### config.mk
export PLATFORM = sky130hd
export DESIGN_NAME = hwsw_clk_gate
export DESIGN_NICKNAME = d
export VERILOG_FILES = /design/src/rtl/hwsw_clk_gate_pkg.sv /design/src/rtl/hwsw_clk_gate_regs.sv /design/src/rtl/hwsw_clk_gate_src.sv /design/src/rtl/hwsw_clk_gate_holdoff.sv /design/src/rtl/hwsw_clk_gate.sv
export SDC_FILE = /design/constraint.sdc
export NUM_CORES = 1
export LEC_CHECK = 0
export CORE_UTILIZATION = 41
export DETAILED_ROUTE_END_ITERATION = 10
export PLACE_DENSITY = 0.76
export SLEW_MARGIN = 0
export SYNTH_ARGS = -nofsm -noshare
export SYNTH_HDL_FRONTEND = slang
export SYNTH_SLANG_ARGS = --single-unit
### constraint.sdc
create_clock -name clk -period 1.7 [get_ports clk]
set_input_delay 0.34 -clock clk [delete_from_list [all_inputs] [get_ports clk]]
set_output_delay 0.34 -clock clk [all_outputs]
set_load 0.05 [all_outputs]
### src/rtl/hwsw_clk_gate_pkg.sv
package hwsw_clk_gate_pkg;
   // Control register bit positions (software decodes these)
   localparam int unsigned B_SWEN  = 0;  // software enable
   localparam int unsigned B_OWNER = 1;  // 1: software owns gate, 0: automatic
   localparam int unsigned B_HOEN  = 2;  // hold-off enable
   localparam int unsigned B_HOLNG = 3;  // hold-off length: 1 long, 0 short
   localparam int unsigned B_STAT  = 4;  // read-only gate status
   localparam int unsigned MIN_REG_W = 5;

   typedef struct packed {
      logic ho_long;
      logic ho_en;
      logic owner_sw;
      logic sw_en;
   } gate_cfg_t;

   localparam gate_cfg_t CFG_RESET = '{ho_long: 1'b0, ho_en: 1'b0,
                                       owner_sw: 1'b1, sw_en: 1'b1};
endpackage

### src/rtl/hwsw_clk_gate_regs.sv
module hwsw_clk_gate_regs
   import hwsw_clk_gate_pkg::*;
#(
   parameter int unsigned REG_W = 8
) (
   input  logic             clk,
   input  logic             rst_n,
   input  logic             we,
   input  logic [REG_W-1:0] wdata,
   output gate_cfg_t        cfg
);
   always_ff @(posedge clk or negedge rst_n) begin
      if (!rst_n) begin
         cfg <= CFG_RESET;
      end else if (we) begin
         cfg.sw_en    <= wdata[B_SWEN];
         cfg.owner_sw <= wdata[B_OWNER];
         cfg.ho_en    <= wdata[B_HOEN];
         cfg.ho_long  <= wdata[B_HOLNG];
      end
   end
endmodule

### src/rtl/hwsw_clk_gate_src.sv
module hwsw_clk_gate_src
   import hwsw_clk_gate_pkg::*;
#(
   parameter bit NO_DISABLE = 1'b0
) (
   input  gate_cfg_t cfg,
   input  logic      hw_req,
   output logic      want_on
);
   logic sw_side;

   if (NO_DISABLE) begin : g_forced_on
      assign sw_side = 1'b1;
   end else begin : g_sw_bit
      assign sw_side = cfg.sw_en;
   end

   assign want_on = cfg.owner_sw ? sw_side : hw_req;
endmodule

### src/rtl/hwsw_clk_gate_holdoff.sv
module hwsw_clk_gate_holdoff #(
   parameter int unsigned SHORT_DLY = 4,
   parameter int unsigned LONG_DLY  = 32
) (
   input  logic clk,
   input  logic rst_n,
   input  logic want_on,
   input  logic ho_en,
   input  logic ho_long,
   output logic gate_en
);
   localparam int unsigned CNT_W = $clog2(LONG_DLY + 1);
   localparam logic [CNT_W-1:0] LIM_ONE   = CNT_W'(1);
   localparam logic [CNT_W-1:0] LIM_SHORT = CNT_W'(SHORT_DLY);
   localparam logic [CNT_W-1:0] LIM_LONG  = CNT_W'(LONG_DLY);

   logic [CNT_W-1:0] low_cnt;
   logic [CNT_W-1:0] limit;
   logic             expire;

   always_comb begin
      if (!ho_en)       limit = LIM_ONE;
      else if (ho_long) limit = LIM_LONG;
      else              limit = LIM_SHORT;
   end

   assign expire = (low_cnt >= (limit - LIM_ONE));

   always_ff @(posedge clk or negedge rst_n) begin
      if (!rst_n) begin
         gate_en <= 1'b1;
         low_cnt <= '0;
      end else if (want_on) begin
         gate_en <= 1'b1;
         low_cnt <= '0;
      end else if (gate_en) begin
         if (expire) begin
            gate_en <= 1'b0;
            low_cnt <= '0;
         end else begin
            low_cnt <= low_cnt + LIM_ONE;
         end
      end
   end
endmodule

### src/rtl/hwsw_clk_gate.sv
module hwsw_clk_gate
   import hwsw_clk_gate_pkg::*;
#(
   parameter int unsigned REG_W      = 8,
   parameter int unsigned SHORT_DLY  = 4,
   parameter int unsigned LONG_DLY   = 32,
   parameter bit          NO_DISABLE = 1'b0
) (
   input  logic             clk,
   input  logic             rst_n,
   input  logic             reg_we,
   input  logic [REG_W-1:0] reg_wdata,
   input  logic             hw_req,
   output logic [REG_W-1:0] reg_rdata,
   output logic             gate_en
);
   if (REG_W < MIN_REG_W) begin : g_bad_width
      $error("REG_W too small for the control fields");
   end
   if (SHORT_DLY < 1 || LONG_DLY < SHORT_DLY) begin : g_bad_delay
      $error("need 1 <= SHORT_DLY <= LONG_DLY");
   end

   gate_cfg_t cfg;
   logic      want_on;
   logic      status_q;

   hwsw_clk_gate_regs #(.REG_W(REG_W)) u_regs (
      .clk(clk), .rst_n(rst_n), .we(reg_we), .wdata(reg_wdata), .cfg(cfg)
   );

   hwsw_clk_gate_src #(.NO_DISABLE(NO_DISABLE)) u_src (
      .cfg(cfg), .hw_req(hw_req), .want_on(want_on)
   );

   hwsw_clk_gate_holdoff #(.SHORT_DLY(SHORT_DLY), .LONG_DLY(LONG_DLY)) u_hold (
      .clk(clk), .rst_n(rst_n), .want_on(want_on),
      .ho_en(cfg.ho_en), .ho_long(cfg.ho_long), .gate_en(gate_en)
   );

   always_ff @(posedge clk or negedge rst_n) begin
      if (!rst_n) status_q <= 1'b1;
      else        status_q <= gate_en;
   end

   always_comb begin
      reg_rdata          = '0;
      reg_rdata[B_SWEN]  = cfg.sw_en;
      reg_rdata[B_OWNER] = cfg.owner_sw;
      reg_rdata[B_HOEN]  = cfg.ho_en;
      reg_rdata[B_HOLNG] = cfg.ho_long;
      reg_rdata[B_STAT]  = status_q;
   end
endmodule

# Yosys cells after proc, flatten, opt, wreduce, memory -nomap -nowiden

Cells that the tools add are included.

Register bits after elaboration: 12
Input port bits: 12
Logic and storage cells: 20

Add/sub/neg operators: 2
$lt $le $gt $ge: 1
Muxes and demuxes: 9
Reduce and logical (&&, ||, !) cells: 1

Operator list:

| kind                | number |
|---|---|
| $mux 6              | 5 |
| $add 6x1->6 const B | 1 |
| $ge 6x6->1          | 1 |
| $sub 6x1->6 const B | 1 |
| $mux 1              | 4 |
| $reduce_bool 2->1   | 1 |

# Logic depth before layout (Yosys ltp)

Gate-level depths: netlist (run 1).

Depth after elaboration: 7
Mapped depth: 7
Depth with buffers taken out: 7

# By module

A second synthesis (run 1) with hierarchy kept.

Cell total of the unflattened synthesis: 69
Area total of the unflattened synthesis: 739.5 um2

Modules (own cells, without submodules):

| module                | instances | cells an instance | area each (um2) |
|---|---|---|---|
| hwsw_clk_gate_holdoff | 1         | 54                | 516.7 |
| hwsw_clk_gate_regs    | 1         | 8                 | 147.6 |
| hwsw_clk_gate         | 1         | 6                 | 60.1 |
| hwsw_clk_gate_src     | 1         | 1                 | 15.0 |

# Worst setup path before layout (run 1)

Ideal clock, no wire load.

Kind: reg2reg
Start point: reg u_regs.cfg[1] (netlist name)
End point: reg u_hold.low_cnt[2]
Library setup time: 0.082 ns
Data arrival time: 1.582 ns
Data required time: 1.618 ns
Slack: 0.037 ns
Cell stages (with the launch flop): 6
Buffers on the path: 0
Period minus slack after synthesis: 1.663 ns
Cell sequence: dfstp_2 > mux2i_2 > o2111ai_2 > a21oi_4 > nand2b_1 > a31oi_1

Cells in the longest elaborated chain, start to end: 2
Elaborated cells on any way between the ends: 3

Ends and longest elaborated chain:

| item                                        | RTL line                    | RTL |
|---|---|---|
| $mux 1 *                                    | hwsw_clk_gate_src.sv:18     | `assign want_on = cfg.owner_sw ? sw_side : hw_req;` |
| $mux 6 or $reduce_bool 2->1 (tied branches) | -                           |  |
| end signal, assigned                        | hwsw_clk_gate_holdoff.sv:41 | `low_cnt <= low_cnt + LIM_ONE;` |
| end, declared                               | hwsw_clk_gate_holdoff.sv:17 | `logic [CNT_W-1:0] low_cnt;` |

Mark *: on every way between the ends. The rest lies on a longest branch, timed or not.
A chain may end at the register's enable or synchronous reset.

# Worst setup path after layout (run 1)

Start point: reg u_hold.low_cnt[0]
End point: reg u_hold.low_cnt[4]

Cells in the longest elaborated chain, start to end: 4
Elaborated cells on any way between the ends: 5

Ends and longest elaborated chain:

| item                                      | RTL line                                                 | RTL |
|---|---|---|
| $add 6x1->6 or $ge 6x6->1 (tied branches) | hwsw_clk_gate_holdoff.sv:41, hwsw_clk_gate_holdoff.sv:27 |  |
| $mux 6 *                                  | hwsw_clk_gate_holdoff.sv:37                              | `if (expire) begin` |
| $mux 6 *                                  | hwsw_clk_gate_holdoff.sv:36                              | `end else if (gate_en) begin` |
| $mux 6 *                                  | hwsw_clk_gate_holdoff.sv:33                              | `end else if (want_on) begin` |

Mark *: on every way between the ends. The rest lies on a longest branch, timed or not. The select of a mux whose other input is x is not followed.

==> flow_metrics.tcl, run 1 <==
set metrics [dict create \
    p_comb_share_pct 49.8 \
    syn_area_per_cell_um2 10.92 \
    setup_viol 0 \
    worst_setup_path_end_kind "flop" \
    antenna_left 0 \
    syn2layout_area_growth_pct 36.98 \
    fill_cells 123 \
    grt_usage_pct 16.78 \
    min_period_over_period_pct 94.33 \
    cpMaxStageDelayCell "dfrtp_1" \
    drive_gt1_share_pct 39.29 \
    async_flop_share_pct 100.0 \
    num_antenna_cells 0 \
    internal-power_mw 0.7510 \
    fin_hold_ws_ps 389.4 \
    clock-root-buffer "clkbuf_4" \
    drc 0 \
    nets 104 \
    multi_input_area_um2 421.7 \
    htree_levels 1 \
    cts_buffers 3 \
    crit_type "flop to flop" \
    crit_family "compound AO/OA/AOI/OAI gates" \
    cts.path.max_buffers 2 \
    clk_latency_ps 290 \
    core_um2 1577 \
    vias 543 \
    min_period_ps 1604 \
    die_y_um 43.93 \
    max_cap_viol_count 0 \
    port_buffers 13 \
    grt_max_degree 13 \
    max_stage_delay_ps 420 \
    gp_congestion 0.7232 \
    gr-total-overflow 0 \
    die_x_um 43.93 \
    initial_core_util_pct 45.71 \
    synth_edf_count 0 \
    fmax_ghz 0.6236 \
    yosysSeqAreaShare_pct 42.36 \
    tns_ps 0 \
    syn-cell-area_um2 720.7 \
    max-slew-margin-rel_pct 65.16 \
    dp_hpwl_mm 1.057 \
    core.rowCount 14 \
    cp.required_ps 1930 \
    switching_share_pct 39.59 \
    synth.distinct_cells 24 \
    drt_iter0_drc 13 \
    drv_slew 0 \
    ys_seq_elements 12 \
    worst_pin_slew_ps 521.0 \
    yosys_warnings 0 \
    layout_commonest_cell "dfrtp_1" \
    timing_hold_violations_final 0 \
    placed_cells 95 \
    grt_pass1_wl_mm 2.290 \
    final.setup_skew_ps 17.34 \
    drt-pass1-iter-count 6 \
    clk_pin_slew_ps 90 \
    final_cell_mix "dfrtp_1 (8), clkdlybuf4s50_1 (7), buf_4 (6)" \
    cts.sinks 12 \
    path_max_fanout 7 \
    synth_top_area_share_pct 27.78 \
    cts_tree "built" \
    grt_pass1_vias 552 \
    p_seq_share_pct 34.6 \
    path_cells "inv_2 > ha_4 > nand2b_4 > a21o_1 > a21oi_4 > buf_4 > a22o_1" \
    yosys_most_used_dff "dfrtp_1" \
    rsz0062_at_grt "true" \
    dieArea_um2 1929 \
    cp.arrival_ps 1830 \
    stdcell_count 100 \
    io_pins 21 \
    ctsHoldBuffers 0 \
    final_core_util_pct 62.62 \
    viasPerCell 5.430 \
    switchingPower_mw 0.4921 \
    ys_top_cells_by_area "dfrtp_1 (28%), dfstp_2 (15%), ha_1 (12%)" \
    p_clk_share_pct 15.7 \
    yosysTopAreaCell "dfrtp_1" \
    routed_wl_mm 1.483 \
    hp-class "input port to asynchronous set/reset pin" \
    cp_num_buf_inv 2 \
    peakVddDrop_v 0.0005993 \
    power.density_nw_per_um2 1259 \
    wire_per_inst_um 14.83 \
    cp-start-kind "flop" \
    syn_inst 66 \
    p_leak_nw 0.4474 \
    status "finished clean" \
    seq_area_um2 305.3 \
    antenna_found_initial 0 \
]
[worst reg2reg max path: cells and delay by family (launching register included)]
family,cells,cell delay [ps]
DFF,1,420
buffers and inverters,2,250
AOI/OAI and AO/OA,3,540
and+or+nand+nor,1,130
adders and majority gates,1,200
[flip-flops by register name, summed over array words and instances, names as in the netlist]
signal and cells:
u_regs.cfg 4, u_hold.low_cnt 6, status_q 1, u_hold.gate_en 1
[final timing paths]
kind	endpoint	startpoint	depth (start not counted)	slack (ps)
worst max-delay path	u_hold.low_cnt[4]	u_hold.low_cnt[0]	7	100
worst min-delay path	u_hold.low_cnt[5]	rst_n	1	390
worst max register to register	u_hold.low_cnt[4]	u_hold.low_cnt[0]	7	100
worst min register to register	status_q	u_hold.gate_en	0	410
max in group asynchronous	u_regs.cfg[1]	rst_n	1	930
min in group clk	status_q	u_hold.gate_en	0	410
[logic make-up after synthesis]
family / Yosys count / synth area share, %
AO/OA/AOI/OAI: 13 / 14.76
AND/OR/NAND/NOR: 17 / 11.81
multiplexers: 5 / 8.159
buffers and inverters: 8 / 7.292
adder cells (fa/ha/maj): 7 / 12.15
XOR/XNOR: 2 / 2.431
other: 2 / 1.042
flip-flops: 12 / 42.36
[layer usage]
layer	GRT usage, %	routed length [um]
met1	18.60	623
met2	28.66	771
met3	3.750	44
met4	10.91	43
met5	0	0
[power by group through the flow]
stage	combinational, mW	clock [mW]	sequential, mW
after floorplan	0.312	0	0.456
after global placement	0.509	0	0.423
after detailed placement	0.528	0	0.429
after CTS	0.538	0.195	0.423
after global routing	0.665	0.209	0.436
final	0.619	0.195	0.430
[cell type report]
cell class                 instances  share of cell area (%)
clock buffer                       4                   2.662
inverter                           2                  0.7605
multi-input combinational         48                   42.71
timing repair buffer              18                   20.91
tap                               16                   2.028
sequential                        12                   30.93
[synthesized netlist by cell type, types with 3 or more instances]
master,count
ha_1,7
a21oi_1,3
buf_4,6
mux2_2,4
dfstp_2,4
nand2_1,7
dfrtp_1,8
a22o_1,3
nand2b_1,3
[timing repair]
action | in CTS | in global routing
gates resized for setup | 1 | 9
setup endpoints to repair | 2 | 6
endpoints found under the hold margin | 0 | 0
buffers inserted | 0 | 1
pin swaps | 0 | 7
[stage by stage]
step	instance area, um2	power, mW	setup WS, ps
2_1_floorplan	728.2	0.7681	36.58
3_3_place_gp	898.4	0.9313	11.33
3_5_place_dp	898.4	0.9570	-21.85
4_1_cts	928.4	1.156	13.19
5_1_grt	987.2	1.311	-14.42
6_report	987.2	1.243	96.46
No activity file was read; power rests on OpenSTA's default activity.
==> run 2, diff against run 1 <==
--- a/config.mk
+++ b/config.mk
@@ -5,9 +5,10 @@
 export SDC_FILE = /design/constraint.sdc
 export NUM_CORES = 1
 export LEC_CHECK = 0
-export CORE_UTILIZATION = 41
+export CORE_UTILIZATION = 28
 export DETAILED_ROUTE_END_ITERATION = 10
-export PLACE_DENSITY = 0.76
+export HOLD_SLACK_MARGIN = 0.08
+export PLACE_DENSITY = 0.57
 export SLEW_MARGIN = 0
 export SYNTH_ARGS = -nofsm -noshare
 export SYNTH_HDL_FRONTEND = slang
==> run 2 against run 1 <==
Against the previous run: register-to-register slack worse by 40 ps; cell area rose by 2.9%; core utilization down 21 points; routed wire length is 9.2% lower; critical path depth did not move; global-route usage down 5.6 points; non-clock buffer count up 2; first-iteration DRC count shrank 7.7%; maximum frequency shrank 2.2%; cell count is 16% higher; worst setup slack got worse by 36 ps.
==> flow_metrics.tcl, run 2 (synthesis results as in run 1) <==
set metrics [dict create \
    status "finished clean" \
    num_antenna_cells 0 \
    drt-pass1-iter-count 4 \
    worst_setup_path_end_kind "flop" \
    vias 555 \
    cp_num_buf_inv 1 \
    cts_tree "built" \
    final.setup_skew_ps 7.012 \
    setup_ws_ps 60.00 \
    max_cap_viol_count 0 \
    cp-start-kind "flop" \
    power.density_nw_per_um2 1217 \
    die_x_um 52.74 \
    crit_type "flop to flop" \
    viasPerCell 4.784 \
    fmax_ghz 0.6098 \
    setup_viol 0 \
    htree_levels 1 \
    dp_hpwl_um 986 \
    dp_slack_ps -11.28 \
    core_um2 2455 \
    top_register "u_hold.low_cnt" \
    largest_reg_flops 6 \
    initial_core_util_pct 29.36 \
    clk_pin_slew_ps 80 \
    placed_cells 111 \
    port_buffers 13 \
    switchingPower_mw 0.4821 \
    internal-power_mw 0.7546 \
    switching_share_pct 38.98 \
    worst_pin_slew_ps 561.1 \
    peakVddDrop_v 0.0006863 \
    wire_per_inst_um 11.61 \
    drive_gt1_share_pct 40.70 \
    nets 106 \
    tns_ps 0 \
    gp_congestion 0.7616 \
    antenna_found_initial 0 \
    reg.largest.list "u_hold.low_cnt (6), u_regs.cfg (4)" \
    clock-root-buffer "clkbuf_4" \
    rsz0062_at_grt "true" \
    reg2reg_depth 7 \
    dpl_cell_area_um2 930.9 \
    drv_slew 0 \
    core.rowCount 18 \
    crit_cells 7 \
    min_period_ps 1640 \
    cp.required_ps 1920 \
    stdcell_count 116 \
    p_comb_share_pct 50.9 \
    finalInstanceArea_um2 1016 \
    path_max_fanout 8 \
    gr-total-overflow 0 \
    ctsHoldBuffers 0 \
    crit_family "compound AO/OA/AOI/OAI gates" \
    grt_max_degree 13 \
    drt_iter0_drc 12 \
    final_cell_mix "buf_4 (8), dfrtp_1 (8), clkdlybuf4s50_1 (7)" \
    antenna_left 0 \
    drc 0 \
    syn2layout_area_growth_pct 40.97 \
    p_clk_share_pct 15.6 \
    dieArea_um2 2781 \
    p_leak_nw 0.4567 \
    min_period_over_period_pct 96.47 \
    cts_buffers 3 \
    grt_pass1_wl_mm 2.097 \
    grt_pass1_vias 460 \
    cpMaxStageDelayCell "dfrtp_1" \
    grt_usage_pct 11.14 \
    hp-class "input port to asynchronous set/reset pin" \
    clk_latency_ps 280 \
    routed_wl_mm 1.347 \
    p_seq_share_pct 33.6 \
    max_stage_delay_ps 390 \
    cts.path.max_buffers 2 \
    path_cells "nand2_2 > ha_1 > nand2_2 > o2111ai_2 > a21oi_4 > buf_4 > a22o_1" \
    cts.sinks 12 \
    cp.arrival_ps 1860 \
    cp_common_cell "nand2_2" \
    finalPower_mw 1.237 \
    timing_hold_violations_final 0 \
    max-slew-margin-rel_pct 62.47 \
    die_y_um 52.74 \
    io_pins 21 \
]
run 2: changes by cell type in the layout (fill, tap and decap cells not counted):
cell	delta
a21oi_2	+2
buf_4	+2
a21oi_1	-1
a21oi_4	-1
inv_1	+1
inv_2	-1
run 2: layer usage:
metal  track usage [%]  routed length [um]
met2             15.61                 674
met5                 0                   0
met1             14.71                 583
met3             3.478                  62
met4             6.579                  27
run 2: what timing repair did:
action | in CTS | in global routing
setup endpoints to repair | 2 | 6
resized for setup | 5 | 4
pin swaps | 5 | 2
buffers inserted | 0 | 1
gates cloned | 0 | 0
run 2: layout make-up:
cell class	count	area (um2)
Fill cell	249	1439
Timing Repair Buffer	20	221.5
Inverter	2	7.507
Tap cell	30	37.54
Multi-Input combinational cell	48	417.9
Sequential cell	12	305.3
Clock buffer	4	26.28
run 2: worst paths after layout:
| check | from | to | slack, ps |
|---|---|---|---|
| setup / recovery | u_regs.cfg[2] | u_hold.low_cnt[1] | 60 |
| hold / removal | rst_n | u_regs.cfg[2] | 420 |
| setup reg to reg | u_regs.cfg[2] | u_hold.low_cnt[1] | 60 |
| hold reg to reg | u_hold.gate_en | status_q | 510 |
| max in group asynchronous | rst_n | status_q | 900 |
| min in group clk | u_hold.gate_en | status_q | 510 |
run 2: per-stage QoR:
step | utilization [%] | hold WS, ps
6_report | 41.39 | 416.5
5_1_grt | 41.39 | 458.6
4_1_cts | 40.27 | 435.1
3_5_place_dp | 37.92 | 502.3
3_3_place_gp | 37.92 | 499.6
2_1_floorplan | - | 44.41
run 2: power by group through the flow:
stage	sequential [mW]	combinational [mW]	clock, mW
final	0.415	0.629	0.193
after global routing	0.423	0.678	0.215
after CTS	0.412	0.600	0.203
after detailed placement	0.417	0.556	0
after global placement	0.414	0.541	0
after floorplan	0.456	0.312	0
